===== src/rtl/pwm3_pkg.sv =====
package pwm3_pkg;
    typedef enum logic [1:0] {
        ST_IDLE = 2'd0,
        ST_UP   = 2'd1,
        ST_DOWN = 2'd2
    } tb_state_e;

    localparam int ADDR_W = 3;
    localparam logic [ADDR_W-1:0] ADR_PERIOD = 3'd0;
    localparam logic [ADDR_W-1:0] ADR_DEAD   = 3'd1;
    localparam logic [ADDR_W-1:0] ADR_SYNCW  = 3'd2;
    localparam logic [ADDR_W-1:0] ADR_MODE   = 3'd3;
    localparam logic [ADDR_W-1:0] ADR_DUTY0  = 3'd4;
endpackage


===== src/rtl/pwm3_regs.sv =====
module pwm3_regs
    import pwm3_pkg::*;
#(
    parameter int CW  = 16,
    parameter int NPH = 3
) (
    input  logic                    clk,
    input  logic                    rst_n,
    input  logic                    wr_en,
    input  logic [ADDR_W-1:0]       wr_addr,
    input  logic [CW-1:0]           wr_data,
    input  logic                    ld_start,
    input  logic                    ld_mid,
    output logic [CW-1:0]           act_per,
    output logic [CW-1:0]           act_dt,
    output logic                    act_mode,
    output logic [NPH-1:0][CW-1:0]  act_duty,
    output logic [CW-1:0]           mid_per,
    output logic [CW-1:0]           shd_sw
);
    logic [CW-1:0]          shd_per;
    logic [CW-1:0]          shd_dt;
    logic                   shd_mode;
    logic [NPH-1:0][CW-1:0] shd_duty;
    logic                   ld_any;

    // shadow copies: written at any time, never seen by the outputs directly
    always_ff @(posedge clk or negedge rst_n) begin
        if (!rst_n) begin
            shd_per  <= '0;
            shd_dt   <= '0;
            shd_sw   <= '0;
            shd_mode <= 1'b0;
            shd_duty <= '0;
        end else if (wr_en) begin
            if (wr_addr == ADR_PERIOD) shd_per  <= wr_data;
            if (wr_addr == ADR_DEAD)   shd_dt   <= wr_data;
            if (wr_addr == ADR_SYNCW)  shd_sw   <= wr_data;
            if (wr_addr == ADR_MODE)   shd_mode <= wr_data[0];
            for (int i = 0; i < NPH; i++) begin
                if (wr_addr == ADR_DUTY0 + ADDR_W'(i)) shd_duty[i] <= wr_data;
            end
        end
    end

    assign ld_any = ld_start | (ld_mid & act_mode);

    // working copies: refreshed only at update points
    always_ff @(posedge clk or negedge rst_n) begin
        if (!rst_n) begin
            act_per  <= '0;
            act_dt   <= '0;
            act_mode <= 1'b0;
            act_duty <= '0;
        end else begin
            if (ld_any) begin
                act_per  <= shd_per;
                act_dt   <= shd_dt;
                act_duty <= shd_duty;
            end
            if (ld_start) act_mode <= shd_mode;
        end
    end

    // half-period that the falling half will use
    assign mid_per = act_mode ? shd_per : act_per;
endmodule


===== src/rtl/pwm3_timebase.sv =====
module pwm3_timebase
    import pwm3_pkg::*;
#(
    parameter int CW = 16
) (
    input  logic          clk,
    input  logic          rst_n,
    input  logic          shut,
    input  logic [CW-1:0] act_per,
    input  logic [CW-1:0] mid_per,
    input  logic [CW-1:0] sync_w,
    input  logic          act_mode,
    output tb_state_e     state_q,
    output logic [CW-1:0] cnt_q,
    output logic          ld_start,
    output logic          ld_mid,
    output logic          sync_o,
    output logic          irq_o,
    output logic          half_o
);
    tb_state_e     state_d;
    logic [CW-1:0] cnt_d;
    logic [CW-1:0] per_eff;
    logic [CW-1:0] mid_eff;
    logic [CW-1:0] sw_eff;
    logic [CW-1:0] sync_cnt;
    logic          sync_ev;

    assign per_eff = (act_per == '0) ? CW'(1) : act_per;
    assign mid_eff = (mid_per == '0) ? CW'(1) : mid_per;
    assign sw_eff  = (sync_w  == '0) ? CW'(1) : sync_w;

    // next-state and counter decisions
    always_comb begin
        state_d  = state_q;
        cnt_d    = cnt_q;
        ld_start = 1'b0;
        ld_mid   = 1'b0;
        unique case (state_q)
            ST_IDLE: begin
                cnt_d = '0;
                if (!shut) begin
                    state_d  = ST_UP;
                    ld_start = 1'b1;
                end
            end
            ST_UP: begin
                if (shut) begin
                    state_d = ST_IDLE;
                    cnt_d   = '0;
                end else if (cnt_q == per_eff - CW'(1)) begin
                    state_d = ST_DOWN;
                    cnt_d   = mid_eff;
                    ld_mid  = 1'b1;
                end else begin
                    cnt_d = cnt_q + CW'(1);
                end
            end
            ST_DOWN: begin
                if (shut) begin
                    state_d = ST_IDLE;
                    cnt_d   = '0;
                end else if (cnt_q == CW'(1)) begin
                    state_d  = ST_UP;
                    cnt_d    = '0;
                    ld_start = 1'b1;
                end else begin
                    cnt_d = cnt_q - CW'(1);
                end
            end
            default: begin
                state_d = ST_IDLE;
                cnt_d   = '0;
            end
        endcase
    end

    // state register
    always_ff @(posedge clk or negedge rst_n) begin
        if (!rst_n) begin
            state_q <= ST_IDLE;
            cnt_q   <= '0;
        end else begin
            state_q <= state_d;
            cnt_q   <= cnt_d;
        end
    end

    assign sync_ev = ld_start | (ld_mid & act_mode);

    always_ff @(posedge clk or negedge rst_n) begin
        if (!rst_n) begin
            sync_cnt <= '0;
            irq_o    <= 1'b0;
        end else begin
            irq_o <= sync_ev;
            if (shut)                  sync_cnt <= '0;
            else if (sync_ev)          sync_cnt <= sw_eff;
            else if (sync_cnt != '0)   sync_cnt <= sync_cnt - CW'(1);
        end
    end

    // outputs
    always_comb begin
        half_o = (state_q == ST_DOWN);
        sync_o = (sync_cnt != '0);
    end

    AST_SHUT_TO_IDLE: assert property (@(posedge clk) disable iff (!rst_n)
        $past(shut) |-> state_q == ST_IDLE) else $error("shutdown left timebase running");
    AST_UP_BELOW_PERIOD: assert property (@(posedge clk) disable iff (!rst_n)
        state_q == ST_UP |-> cnt_q < per_eff) else $error("rising count out of range");
    AST_DOWN_ABOVE_ZERO: assert property (@(posedge clk) disable iff (!rst_n)
        state_q == ST_DOWN |-> cnt_q != '0) else $error("falling count reached zero");
    AST_IRQ_IN_SYNC: assert property (@(posedge clk) disable iff (!rst_n)
        irq_o |-> sync_o) else $error("interrupt outside sync pulse");
endmodule


===== src/rtl/pwm3_phase.sv =====
module pwm3_phase #(
    parameter int CW = 16
) (
    input  logic          clk,
    input  logic          rst_n,
    input  logic          run,
    input  logic          up,
    input  logic [CW-1:0] cnt,
    input  logic [CW-1:0] per_eff,
    input  logic [CW-1:0] duty,
    input  logic [CW:0]   dtk,
    output logic          hi,
    output logic          lo
);
    localparam int XW = CW + 2;

    logic [XW-1:0] e_x, per_x, duty_x, dtk_x, raw_x;
    logic          full, zero, hi_raw, lo_raw;

    always_comb begin
        per_x  = XW'(per_eff);
        duty_x = XW'(duty);
        dtk_x  = XW'(dtk);
        e_x    = up ? XW'(cnt) : XW'(cnt) - XW'(1);
        raw_x  = per_x - duty_x;
        full   = (duty_x + dtk_x) >= per_x;
        zero   = (duty == '0);
        if (up) begin
            hi_raw = e_x >= raw_x + dtk_x;
            lo_raw = e_x < raw_x;
        end else begin
            hi_raw = e_x >= raw_x;
            lo_raw = (e_x + dtk_x) < raw_x;
        end
        hi = run & !zero & (full | hi_raw);
        lo = run & (zero | (!full & lo_raw));
    end

    AST_NO_SHOOT_THROUGH: assert property (@(posedge clk) disable iff (!rst_n)
        !(hi && lo)) else $error("both switches of a phase on");
endmodule


===== src/rtl/pwm3_gen.sv =====
module pwm3_gen
    import pwm3_pkg::*;
#(
    parameter int CW  = 16,
    parameter int NPH = 3
) (
    input  logic              clk,
    input  logic              rst_n,
    input  logic              shut_i,
    input  logic              wr_en_i,
    input  logic [ADDR_W-1:0] wr_addr_i,
    input  logic [CW-1:0]     wr_data_i,
    output logic [NPH-1:0]    pwm_hi_o,
    output logic [NPH-1:0]    pwm_lo_o,
    output logic              sync_o,
    output logic              half_o,
    output logic              irq_o
);
    logic [CW-1:0]          act_per, act_dt, mid_per, shd_sw, cnt, per_eff;
    logic [NPH-1:0][CW-1:0] act_duty;
    logic                   act_mode, ld_start, ld_mid, run;
    tb_state_e              state;
    logic [CW:0]            dtk;

    pwm3_regs #(.CW(CW), .NPH(NPH)) u_regs (
        .clk(clk), .rst_n(rst_n),
        .wr_en(wr_en_i), .wr_addr(wr_addr_i), .wr_data(wr_data_i),
        .ld_start(ld_start), .ld_mid(ld_mid),
        .act_per(act_per), .act_dt(act_dt), .act_mode(act_mode),
        .act_duty(act_duty), .mid_per(mid_per), .shd_sw(shd_sw)
    );

    pwm3_timebase #(.CW(CW)) u_tb (
        .clk(clk), .rst_n(rst_n), .shut(shut_i),
        .act_per(act_per), .mid_per(mid_per), .sync_w(shd_sw),
        .act_mode(act_mode),
        .state_q(state), .cnt_q(cnt),
        .ld_start(ld_start), .ld_mid(ld_mid),
        .sync_o(sync_o), .irq_o(irq_o), .half_o(half_o)
    );

    assign per_eff = (act_per == '0) ? CW'(1) : act_per;
    assign dtk     = {act_dt, 1'b0};
    assign run     = !shut_i && (state != ST_IDLE);

    for (genvar g = 0; g < NPH; g++) begin : g_phase
        pwm3_phase #(.CW(CW)) u_phase (
            .clk(clk), .rst_n(rst_n),
            .run(run), .up(state == ST_UP), .cnt(cnt),
            .per_eff(per_eff), .duty(act_duty[g]), .dtk(dtk),
            .hi(pwm_hi_o[g]), .lo(pwm_lo_o[g])
        );
    end
endmodule


===== config.mk =====
export PLATFORM = sky130hd
export DESIGN_NAME = pwm3_gen
export DESIGN_NICKNAME = d
export VERILOG_FILES = /design/src/rtl/pwm3_pkg.sv /design/src/rtl/pwm3_regs.sv /design/src/rtl/pwm3_timebase.sv /design/src/rtl/pwm3_phase.sv /design/src/rtl/pwm3_gen.sv
export SDC_FILE = /design/constraint.sdc
export NUM_CORES = 1
export LEC_CHECK = 0
export BUFFER_PORTS_ARGS = -buffer_cell sky130_fd_sc_hd__buf_4
export CAP_MARGIN = 10
export CORE_MARGIN = 1.5
export CORE_UTILIZATION = 55
export CTS_CLUSTER_SIZE = 14
export DETAILED_ROUTE_END_ITERATION = 10
export GPL_ROUTABILITY_DRIVEN = 0
export PLACE_DENSITY = 0.71
export RECOVER_POWER = 25
export SLEW_MARGIN = 20
export SYNTH_ARGS = -nofsm -noshare
export SYNTH_HDL_FRONTEND = slang
export SYNTH_SLANG_ARGS = --single-unit

===== constraint.sdc =====
create_clock -name clk -period 8.3 [get_ports clk]
set_input_delay 0.415 -clock clk [delete_from_list [all_inputs] [get_ports clk]]
set_output_delay 0.415 -clock clk [all_outputs]
set_load 0.05 [all_outputs]

# Yosys cells after proc, flatten, opt, wreduce, memory -nomap -nowiden
# Index checks and enable logic that the tools add are counted.
# totals
regBits,213
in_bits,23
output_inout_bits,9
wordCells,139
# op_classes
n_addsub,15
n_lt_le_gt_ge,15
eq_ne,13
mux,32
n_bitwise,20
n_reduce_logical,27
# ops
op,n
$mux W16,11
$ge A18 B18 Y1,6
$lt A18 B18 Y1,6
$logic_not A16 Y1,6
$add A18 B17 Y18,4
$add A16 B17 Y18,3
$ge A18 B16 Y1,3
$sub A16 B16 Y17,3
$sub A16 B1 Y16 const B,3
$pmux W16 S2,1
$mux W18,1
$sub A16 B1 Y17 const B,1
$add A16 B1 Y16 const B,1
$eq A16 B1 Y1 const B,1
$eq A16 B16 Y1,1
$reduce_bool A16 Y1,1
$reduce_and A2 Y1,7
$and A1 B1 Y1,13
$mux W1,12
$mux W2,5
$eq A3 B3 Y1 const B,3
$logic_not A1 Y1,7
$or A1 B1 Y1,7
$eq A3 B2 Y1 const B,2
other kinds (14),14

# Logic depth before layout (Yosys ltp)
# Gate-level depths: netlist of run 1.
# logic_depth
depth_word,11
ltp_mapped,31
depth_no_buf,28

# By module
# From an unflattened synthesis of run 1, not the netlist that was laid out.
# unflattened
cells_unflattened,2788
area_unflattened_um2,25005.2
# modules_own_cells
module,n_inst,cells_each,area_per_inst_um2,seq_area_each_um2
pwm3_regs,1,400,6910.4,4454.3
pwm3_phase at g_phase[0].u_phase,1,655,4908.5,0.0
pwm3_phase at g_phase[1].u_phase,1,656,4877.2,0.0
pwm3_phase at g_phase[2].u_phase,1,652,4865.9,0.0
pwm3_timebase,1,401,3335.7,875.8
pwm3_gen,1,24,107.6,0.0

# Worst setup path before layout of run 1
# Ideal clock, no wire load.
# synth_path
kind,flip-flop to output port
start,reg u_regs.act_per[9]
end,out pwm_hi_o[1]
t_arrival_ns,5.387
t_required_ns,7.885
setup_slack_ns,2.498
path_stages_with_launch,32
n_path_buf,3
path_cell_list,dfrtp_1 > buf_2 > nor4_4 > and3_1 > buf_4 > a21o_1 > inv_1 > ha_1 > inv_1 > fa_1 > a211oi_1 > o21ai_0 > or3b_2 > nand3b_1 > xor2_1 > ha_1 > and2_1 > a22oi_1 > inv_1 > a31oi_1 > nand2b_1 > a21oi_1 > xor2_1 > ha_1 > nand4_1 > or2_2 > o221ai_1 > nor3_1 > o31ai_1 > a311oi_1 > nor2_1 > buf_4
# synth_between
elab_chain_len,8
word_cells_on_any_way,10
classes_between,add/sub: 2; order compare: 3; mux: 2; bitwise: 2; reduce/logical: 1
# synth_lines
item,line,rtl
"start, declared",pwm3_regs.sv:14,"output logic [CW-1:0] act_per,"
"start signal, assigned",pwm3_regs.sv:57,act_per <= shd_per;
$logic_not A16 Y1,pwm3_gen.sv:42,assign per_eff = (act_per == '0) ? CW'(1) : act_per;
$mux W16 *,pwm3_gen.sv:42,
$sub A16 B16 Y17,pwm3_phase.sv:25,raw_x = per_x - duty_x;
$add A18 B17 Y18,pwm3_phase.sv:29,hi_raw = e_x >= raw_x + dtk_x;
$ge A18 B18 Y1,pwm3_phase.sv:29,
$mux W1,pwm3_phase.sv:28,if (up) begin
$or A1 B1 Y1 *,pwm3_phase.sv:35,hi = run & !zero & (full | hi_raw);
$and A1 B1 Y1 *,pwm3_phase.sv:35,
"end, declared",pwm3_gen.sv:13,"output logic [NPH-1:0] pwm_hi_o,"
# Mark *: on every way between the ends. The rest lies on a longest branch, timed or not.

# Worst setup path after layout of run 1
# layout_path
start,reg u_regs.act_per[13]
end,out pwm_lo_o[1]
# layout_between
elab_chain_len,8
word_cells_on_any_way,11
classes_between,add/sub: 1; order compare: 3; mux: 2; bitwise: 3; reduce/logical: 2
# layout_lines
item,line,rtl
$logic_not A16 Y1,pwm3_gen.sv:42,
$mux W16 *,pwm3_gen.sv:42,
$sub A16 B16 Y17,pwm3_phase.sv:25,
"$lt A18 B18 Y1, on equally long branches","pwm3_phase.sv:33, pwm3_phase.sv:30",
$mux W1,pwm3_phase.sv:28,
$and A1 B1 Y1 *,pwm3_phase.sv:36,lo = run & (zero | (!full & lo_raw));
$or A1 B1 Y1 *,pwm3_phase.sv:36,
$and A1 B1 Y1 *,pwm3_phase.sv:36,
"end, declared",pwm3_gen.sv:14,"output logic [NPH-1:0] pwm_lo_o,"
# Marks and branches as above.

==> results.toml, run 1 <==
[run_status]
status = "finished, violations left"
violations = "max-capacitance violations, max-slew violations"

[placed_design]
port_buffers = 31
dpl.hpwl_um = 53800
dp_cells = 2928
preCtsSetupSlack_ps = 1250

[clock_network]
clock_latency_ps = 530
cts_max_level = 1
cts.root.buffer_cell = "clkbuf_16"
cts_buffer_depth = 3
cts_resized = 0
cts_tree = "yes"
clock_sinks = 213
cts-buffers-inserted = 23
path_clk_slew_ps = 70

[yosys]
synth_cells = 2428
ys_ff_latch = 213
syn_area_sq_um = 22200
async_reset_ff_share_pct = 100
syn_nets = 2834
synth_top_family_by_area = "adder cells"
synth_fa_ha_area_share_pct = 21.9
synth_mux_area_share_pct = 10.7
synth.avg_cell_area_sq_um = 9.15
synth_flop_cell = "dfrtp_1"
synthDistinctLibCells = 81
ys_warn_count = 0
synth_area_leader_cell = "dfrtp_1"
yosysSeqAreaShare_pct = 24.0
synthSimpleGateAreaFrac_pct = 14.7
synth_edf_count = 0
ys_top_cells_by_area = "dfrtp_1 24%, ha_1 21%, mux2_2 5.1%"
synth_compound_area_share_pct = 16.5
synth_top_area_share_pct = 24.0
synth_xor_area_share_pct = 7.45

[die]
core_area_sq_um = 39800
rows = 73
die_h_um = 204
die_w_um = 204
start_util_pct = 55.8
design.die.area_sq_um = 41600
io_pins = 32

[routing]
drtPass1Iterations = 6
drt-vias-per-instance = 6.50
drc = 0
post_drt_wl_per_cell_um = 22.8
wl_um = 67800
vias = 19300
drtIter0Drc = 1597
ant_nets = 0

[timing]
setup_tns_ps = 0
finalCriticalPeriod_ps = 7710
max_slew_margin_pct = -167
tightest_slew_ps = 4010
clock_skew_ps = 17.1
setup_ws_ps = 588
timing.fmax_mhz = 130
hold_violations = 0
grt_setup_unrepaired = "no"
hold_slack_ps = 190
setup_viol = 0
finalMaxSlewViolations = 65
finalCritPeriodShare_pct = 92.9

[finish]
drive_above_1_share_pct = 9.37
layout_commonest_cell = "ha_1"
final_cell_mix = "373 x ha_1, 213 x dfrtp_1, 163 x inv_1"
fin_cells = 2969
diodes = 0
syn2layout_area_growth_pct = 6.61
nNetsFinal = 2836
n_fill_cell = 3490

[global_route]
grt_usage_pct = 32.5
antenna_found_initial = 0
grt_pass1_vias = 19100
grt_overflow = 0
grt_pass1_wl_um = 105000
grt_start_max_net_pins = 141

[worst_setup_path]
critPathKind = "flop to primary output"
max_stage_delay_ps = 830
critPathBufInv = 3
cp_max_fo = 12
crit_required_ps = 7890
crit_path_top_delay_cell = "a2111oi_0"
reg2reg_slack_ps = 3070
cp-start-kind = "flop"
arrival_ps = 7300
critical_path.most_common_cell = "a21o_1"
path_cells = "nor4_2 > and3_1 > a21o_1 > inv_1 > ha_1 > inv_1 > a21oi_1 > o211a_1 > o31ai_1 > o41ai_1 > o21ai_0 > mux2_2 > a2111oi_0 > ha_1 > a21o_1 > a221oi_1 > o221ai_1 > a21o_1 > o22a_1 > o41ai_1 > buf_4"
end_kind = "primary output"
cpLargestDelayFamily = "compound AO/OA/AOI/OAI gates"

[min_path]
min_path_type = "primary input to flop"

[job]
max_cap_violations = 1
## per-stage QoR
stage	util (%)	instance area [sq um]
6_report	59.4	23700
5_1_grt	59.4	23700
3_3_place_gp	57.6	22900
4_1_cts	59.4	23700
3_5_place_dp	57.6	22900
2_1_floorplan	-	22200
## worst register-to-register path, stage by stage, from the launching register on
cell and delay [ps]:
dfrtp_1 530, nor4_2 510, and3_1 390, a21o_1 240, inv_1 120, ha_1 260, nor4b_1 200, a311oi_1 340
a31oi_1 130, a311o_1 340, nor4_4 520, nand2_1 710, or3_1 650, a31oi_1 210
## synthesized netlist by cell type (all sizes together), types with 13 or more instances
cell and number:
a211oi 27, a21o 73, a21oi 130, a31oi 27, and2 15, and3 26, buf 32, clkbuf 54
dfrtp 213, ha 373, inv 164, mux2 182, mux2i 33, nand2 116, nand2b 36, nand3 53
nand4 28, nor2 146, nor2b 29, nor3 60, nor4 37, o211ai 14, o21a 35, o21ai 112
o21bai 13, o22ai 14, o31ai 14, or3 25, xnor2 115, xor2 74
## cells by family (layout without fill, tap and decap cells)
| family | after synthesis | count (layout) |
|---|---|---|
| AO/OA/AOI/OAI | 555 | 555 |
| XOR/XNOR | 189 | 189 |
| adder cells (fa/ha/maj) | 383 | 383 |
| buffers and inverters | 250 | 266 |
| flip-flops | 213 | 213 |
| multiplexers | 215 | 215 |
| AND/OR/NAND/NOR | 623 | 623 |
## area by class of cell
type	count	area, sq um	area share [%]
Multi-Input combinational cell	1965	15900	67.0
Sequential cell	213	5330	22.5
Tap cell	525	657	2.77
Clock buffer	27	621	2.62
Inverter	164	616	2.60
Timing Repair Buffer	63	477	2.01
Clock inverter	12	101	0.428
## metal layers
| layer | track usage, % | wire (um) | vias up |
|---|---|---|---|
| met2 | 53.9 | 31000 | 807 |
| li1 | - | - | 8907 |
| met5 | 0 | 0 | - |
| met4 | 19.0 | 4390 | 0 |
| met1 | 41.2 | 27600 | 9378 |
| met3 | 3.43 | 4850 | 202 |
## flip-flops by register name, indices dropped and copies added (netlist names), 2 cells and up
signal,flops
u_regs.act_duty,48
u_regs.shd_per,16
u_regs.shd_sw,16
u_regs.shd_dt,16
u_regs.act_per,16
u_tb.sync_cnt,16
u_tb.cnt_q,16
u_regs.shd_duty,48
u_regs.act_dt,16
u_tb.state_q,2
## repair_timing
item	4_1_cts	5_1_grt
setup buffers	0	0
hold buffers	0	1
endpoints found under the hold margin	0	63
## path summary, 6_finish.rpt
kind | end | start | cells past startpoint
max in group asynchronous | u_regs.act_duty[47] | rst_n | 3
min reg2reg | u_regs.act_duty[26] | u_regs.shd_duty[26] | 1
max reg2reg | u_tb.cnt_q[4] | u_regs.act_per[13] | 13
max | pwm_lo_o[1] | u_regs.act_per[13] | 21
min | u_regs.shd_duty[20] | wr_data_i[4] | 2
min in group asynchronous | u_regs.shd_dt[0] | rst_n | 2
Power of run 1 is left out: the tool's default activity adds up to more than one toggle a clock period on the data nets, which glitch-free logic cannot reach.
==> run 2, diff against run 1 <==
--- a/config.mk
+++ b/config.mk
@@ -12,6 +12,7 @@
 export CTS_CLUSTER_SIZE = 14
 export DETAILED_ROUTE_END_ITERATION = 10
 export GPL_ROUTABILITY_DRIVEN = 0
+export MAX_ROUTING_LAYER = met4
 export PLACE_DENSITY = 0.71
 export RECOVER_POWER = 25
 export SLEW_MARGIN = 20
==> results.toml, run 2 (same netlist as run 1, synthesis figures left out) <==
[worst_setup_path]
crit_required_ps = 7890
arrival_ps = 7320
critPathKind = "flop to primary output"
cp-start-kind = "flop"
cp_max_fo = 12
r2r_end = "u_tb.cnt_q[4]"
reg2reg_slack_ps = 3100
end_kind = "primary output"
r2r_start = "u_regs.act_per[13]"
reg2reg_depth = 13

[run_status]
status = "finished, violations left"
violations = "max-capacitance violations, max-slew violations"

[timing]
grt_setup_unrepaired = "no"
clock_skew_ps = 17.7
setup_tns_ps = 0
hold_violations = 0
setup_viol = 0
finalCriticalPeriod_ps = 7740
finalCritPeriodShare_pct = 93.2
tightest_slew_ps = 4040
timing.fmax_mhz = 129
max_slew_margin_pct = -169
finalMaxSlewViolations = 65

[die]
rows = 73
die_w_um = 204
start_util_pct = 55.8
die_h_um = 204
design.die.area_sq_um = 41600
core_area_sq_um = 39800
io_pins = 32

[min_path]
worstHoldStart = "wr_data_i[11]"
min_path_type = "primary input to flop"
hold_end = "u_regs.shd_duty[27]"
whs_path_depth = 2

[global_route]
grt_overflow = 0
grt_pass1_vias = 19100
antenna_found_initial = 0
grt_start_max_net_pins = 141
grt_usage_pct = 33.5
grt_pass1_wl_um = 105000

[clock_network]
cts_hold_buf = 0
cts_max_level = 1
cts_buffer_depth = 3
clock_sinks = 213
cts.root.buffer_cell = "clkbuf_16"
cts_setup_buffers = 0
path_clk_slew_ps = 70
clock_latency_ps = 530
cts_tree = "yes"
cts-buffers-inserted = 23
cts_resized = 0

[routing]
ant_nets = 0
wl_um = 67700
drtPass1Iterations = 6
drc = 0
post_drt_wl_per_cell_um = 22.8
drt-vias-per-instance = 6.49
vias = 19300
drtIter0Drc = 1635

[finish]
nNetsFinal = 2836
syn2layout_area_growth_pct = 6.61
n_fill_cell = 3490
final_cell_mix = "373 x ha_1, 213 x dfrtp_1, 163 x inv_1"
top_regs = "u_regs.act_duty (48), u_regs.shd_duty (48)"
drive_above_1_share_pct = 9.37
layout_commonest_cell = "ha_1"
finalInstanceArea_sq_um = 23700
diodes = 0

[placed_design]
dpl.hpwl_um = 53800
dpl_cell_area_sq_um = 22900
port_buffers = 31

[job]
max_cap_violations = 1
[run 2: layout make-up]
type / instances / area, sq um / share of cell area [%]
Clock buffer: 27 / 621 / 2.62
Clock inverter: 12 / 101 / 0.428
Inverter: 164 / 616 / 2.60
Multi-Input combinational cell: 1965 / 15900 / 67.0
Sequential cell: 213 / 5330 / 22.5
Tap cell: 525 / 657 / 2.77
Timing Repair Buffer: 63 / 477 / 2.01
[run 2: critical path, stage by stage, from the launching register on]
cell and delay (ps):
dfrtp_1 540, nor4_2 510, and3_1 390, a21o_1 240, inv_1 120, ha_1 210, inv_1 100, a21oi_1 130
o211a_1 270, o31ai_1 390, o41ai_1 220, o21ai_0 340, mux2_2 390, a2111oi_0 840, ha_1 400, and3_1 220
a221oi_1 300, o221ai_1 170, a21o_1 190, o22a_1 230, o41ai_1 330, buf_4 260
[run 2: worst max-delay path by stage]
stage | cells after the start | slack [ps] | endpoint | startpoint
after global placement | 24 | 1480 | pwm_lo_o[2] | u_tb.state_q[1]
after floorplan | 31 | 2500 | pwm_hi_o[1] | u_regs.act_per[9]
final | 21 | 560 | pwm_lo_o[1] | u_regs.act_per[13]
after global routing | 24 | 180 | pwm_lo_o[2] | u_tb.state_q[1]
after CTS | 27 | 690 | pwm_hi_o[2] | u_regs.act_per[13]
after detailed placement | 27 | 1250 | pwm_hi_o[2] | u_regs.act_per[13]
[run 2: per-layer routing]
metal  part of all wire, %  track usage (%)  up-vias
li1                      -                -     8900
met3                   6.7             3.51      212
met2                    46             54.1      744
met5                     0                -        -
met4                   6.3             18.5        0
met1                    41             41.2     9405
[run 2: per-stage QoR]
| stage | setup slack, ps | hold slack [ps] | util, % | instances |
|---|---|---|---|---|
| 3_5_place_dp | 1250 | 465 | 57.6 | 2928 |
| 4_1_cts | 687 | 114 | 59.4 | 2967 |
| 2_1_floorplan | 2500 | 119 | - | 2428 |
| 6_report | 561 | 190 | 59.4 | 2969 |
| 3_3_place_gp | 1480 | 460 | 57.6 | 2928 |
| 5_1_grt | 181 | 196 | 59.4 | 2969 |
Power of run 2 is left out for the same reason.
==> run 3, diff against run 2 <==
--- a/config.mk
+++ b/config.mk
@@ -5,15 +5,16 @@
 export SDC_FILE = /design/constraint.sdc
 export NUM_CORES = 1
 export LEC_CHECK = 0
-export BUFFER_PORTS_ARGS = -buffer_cell sky130_fd_sc_hd__buf_4
 export CAP_MARGIN = 10
+export CORE_ASPECT_RATIO = 1.4
 export CORE_MARGIN = 1.5
 export CORE_UTILIZATION = 55
 export CTS_CLUSTER_SIZE = 14
 export DETAILED_ROUTE_END_ITERATION = 10
+export DONT_BUFFER_PORTS = 1
 export GPL_ROUTABILITY_DRIVEN = 0
 export MAX_ROUTING_LAYER = met4
-export PLACE_DENSITY = 0.71
+export PLACE_DENSITY = 0.7
 export RECOVER_POWER = 25
 export SLEW_MARGIN = 20
 export SYNTH_ARGS = -nofsm -noshare
==> constraint.sdc (replaced) <==
create_clock -name clk -period 10 [get_ports clk]
set_input_delay 0.5 -clock clk [delete_from_list [all_inputs] [get_ports clk]]
set_output_delay 0.5 -clock clk [all_outputs]
set_load 0.05 [all_outputs]
==> results.toml, run 3 (same netlist as run 1, synthesis figures left out) <==
[run_status]
status = "finished, violations left"
violations = "max-capacitance violations, max-slew violations"

[worst_setup_path]
crit_path_top_delay_cell = "a21boi_1"
r2r_start = "u_regs.act_per[9]"
critPathLaunch = "u_tb.state_q[1]"
critPathBufInv = 2
critical_path.most_common_cell = "o21ai_0"
max_stage_delay_ps = 870
path_cells = "inv_1 > ha_1 > inv_1 > nand2_1 > xnor2_1 > ha_1 > a21oi_1 > o21ai_0 > o41ai_1 > o21ai_0 > o41ai_1 > o21bai_1 > a21oi_1 > xnor2_1 > ha_1 > or4_1 > a221oi_1 > o21ai_0 > o21ai_0 > a22o_1 > nand3b_1 > a21boi_1"
end_kind = "primary output"
crit_required_ps = 9500
cpLargestDelayFamily = "compound AO/OA/AOI/OAI gates"
cp-start-kind = "flop"
critPathKind = "flop to primary output"
arrival_ps = 8000
cp_max_fo = 20

[clock_network]
cts-buffers-inserted = 21
cts_resized = 0
cts.root.buffer_cell = "clkbuf_16"
cts_max_level = 1
cts_tree = "yes"
cts_buffer_depth = 3
cts_setup_buffers = 0
path_clk_slew_ps = 60
clock_latency_ps = 520
clock_sinks = 213

[routing]
drtIter0Drc = 1442
drt-vias-per-instance = 6.49
drc = 0
drtPass1Iterations = 6
post_drt_wl_per_cell_um = 23.4
wl_um = 68500
vias = 19000
ant_nets = 0

[min_path]
min_path_type = "primary input to flop"
worstHoldStart = "shut_i"

[timing]
setup_tns_ps = 0
tightest_slew_ps = 3930
max_slew_margin_pct = -162
clock_skew_ps = 27.5
hold_slack_ps = 72.5
hold_violations = 0
finalMaxSlewViolations = 70
finalCriticalPeriod_ps = 8500
grt_setup_unrepaired = "no"
timing.fmax_mhz = 118
finalCritPeriodShare_pct = 85.0
setup_viol = 0

[placed_design]
dpl.hpwl_um = 54800
port_buffers = 0

[finish]
post-route-util_pct = 58.9
diodes = 0
drive_above_1_share_pct = 7.66
final_cell_mix = "373 x ha_1, 213 x dfrtp_1, 163 x inv_1"
n_fill_cell = 3528
top_regs = "u_regs.act_duty (48), u_regs.shd_duty (48)"
syn2layout_area_growth_pct = 5.12
nNetsFinal = 2797
layout_commonest_cell = "ha_1"

[die]
design.die.area_sq_um = 41600
io_pins = 32
die_h_um = 241
rows = 86
die_w_um = 173
start_util_pct = 56.1
core_area_sq_um = 39600

[job]
max_cap_violations = 1

[global_route]
grt_pass1_vias = 19400
antenna_found_initial = 0
grt_overflow = 0
grt_usage_pct = 34.0
grt_pass1_wl_um = 106000
grt_start_max_net_pins = 214
==> run 3: cell types whose count changed in the layout (fill, tap and decap cells not counted), sizes merged <==
| cell | previous run | this run |
|---|---|---|
| clkinvlp | 5 | 2 |
| clkinv | 6 | 1 |
| bufinv | 1 | 0 |
| clkbuf | 32 | 34 |
| buf | 57 | 20 |
| inv | 164 | 165 |
==> run 3: metal layers <==
metal  global-route usage, %  routed length [um]
met1                    34.4               25000
met2                    60.0               33500
met3                    3.94                3470
met4                    26.9                6460
met5                       -                   0
==> run 3: path summary, 6_finish.rpt <==
path / to / slack, ps / depth (start not counted)
worst max-delay path: pwm_lo_o[2] / 1500 / 22
worst min-delay path: u_tb.sync_cnt[14] / 70 / 1
worst max register to register: u_regs.act_duty[13] / 4710 / 13
worst min register to register: u_regs.act_duty[21] / 460 / 1
max in group asynchronous: u_regs.shd_sw[1] / 5870 / 2
min in group asynchronous: u_regs.shd_dt[2] / 1910 / 2
==> run 3: worst reg2reg max path, cell delays in order (launching register included) <==
cell      delay (ps)
dfrtp_1          720
nor4_4           130
and3_1           270
a21o_1           260
inv_1            130
ha_1             240
nor4b_1          580
a311oi_1         190
a31oi_1          390
a311o_1          240
nor4_4            90
a31oi_4          540
buf_4            880
mux2_1           510
==> run 3: area by class of cell <==
cell class | instances | area [sq um] | share of cell area [%]
Clock inverter | 4 | 40.0 | 0.172
Timing Repair Buffer | 26 | 226 | 0.970
Sequential cell | 213 | 5330 | 22.8
Multi-Input combinational cell | 1965 | 15900 | 68.1
Inverter | 164 | 616 | 2.64
Clock buffer | 29 | 576 | 2.47
Tap cell | 528 | 661 | 2.83
==> run 3: through the flow <==
| step | worst slack (ps) | std cells | cell area (sq um) |
|---|---|---|---|
| floorplan | 4110 | 2428 | 22200 |
| global route | 985 | 2929 | 23300 |
| finish | 1500 | 2929 | 23300 |
| global placement | 2310 | 2891 | 22600 |
| CTS | 1650 | 2925 | 23300 |
| detailed placement | 2240 | 2891 | 22600 |
==> run 3: timing repair <==
item | CTS | global route
endpoints found under the hold margin | 213 | 69
setup endpoints to repair | 0 | 0
hold buffers | 1 | 1
Power of run 3 is left out for the same reason.
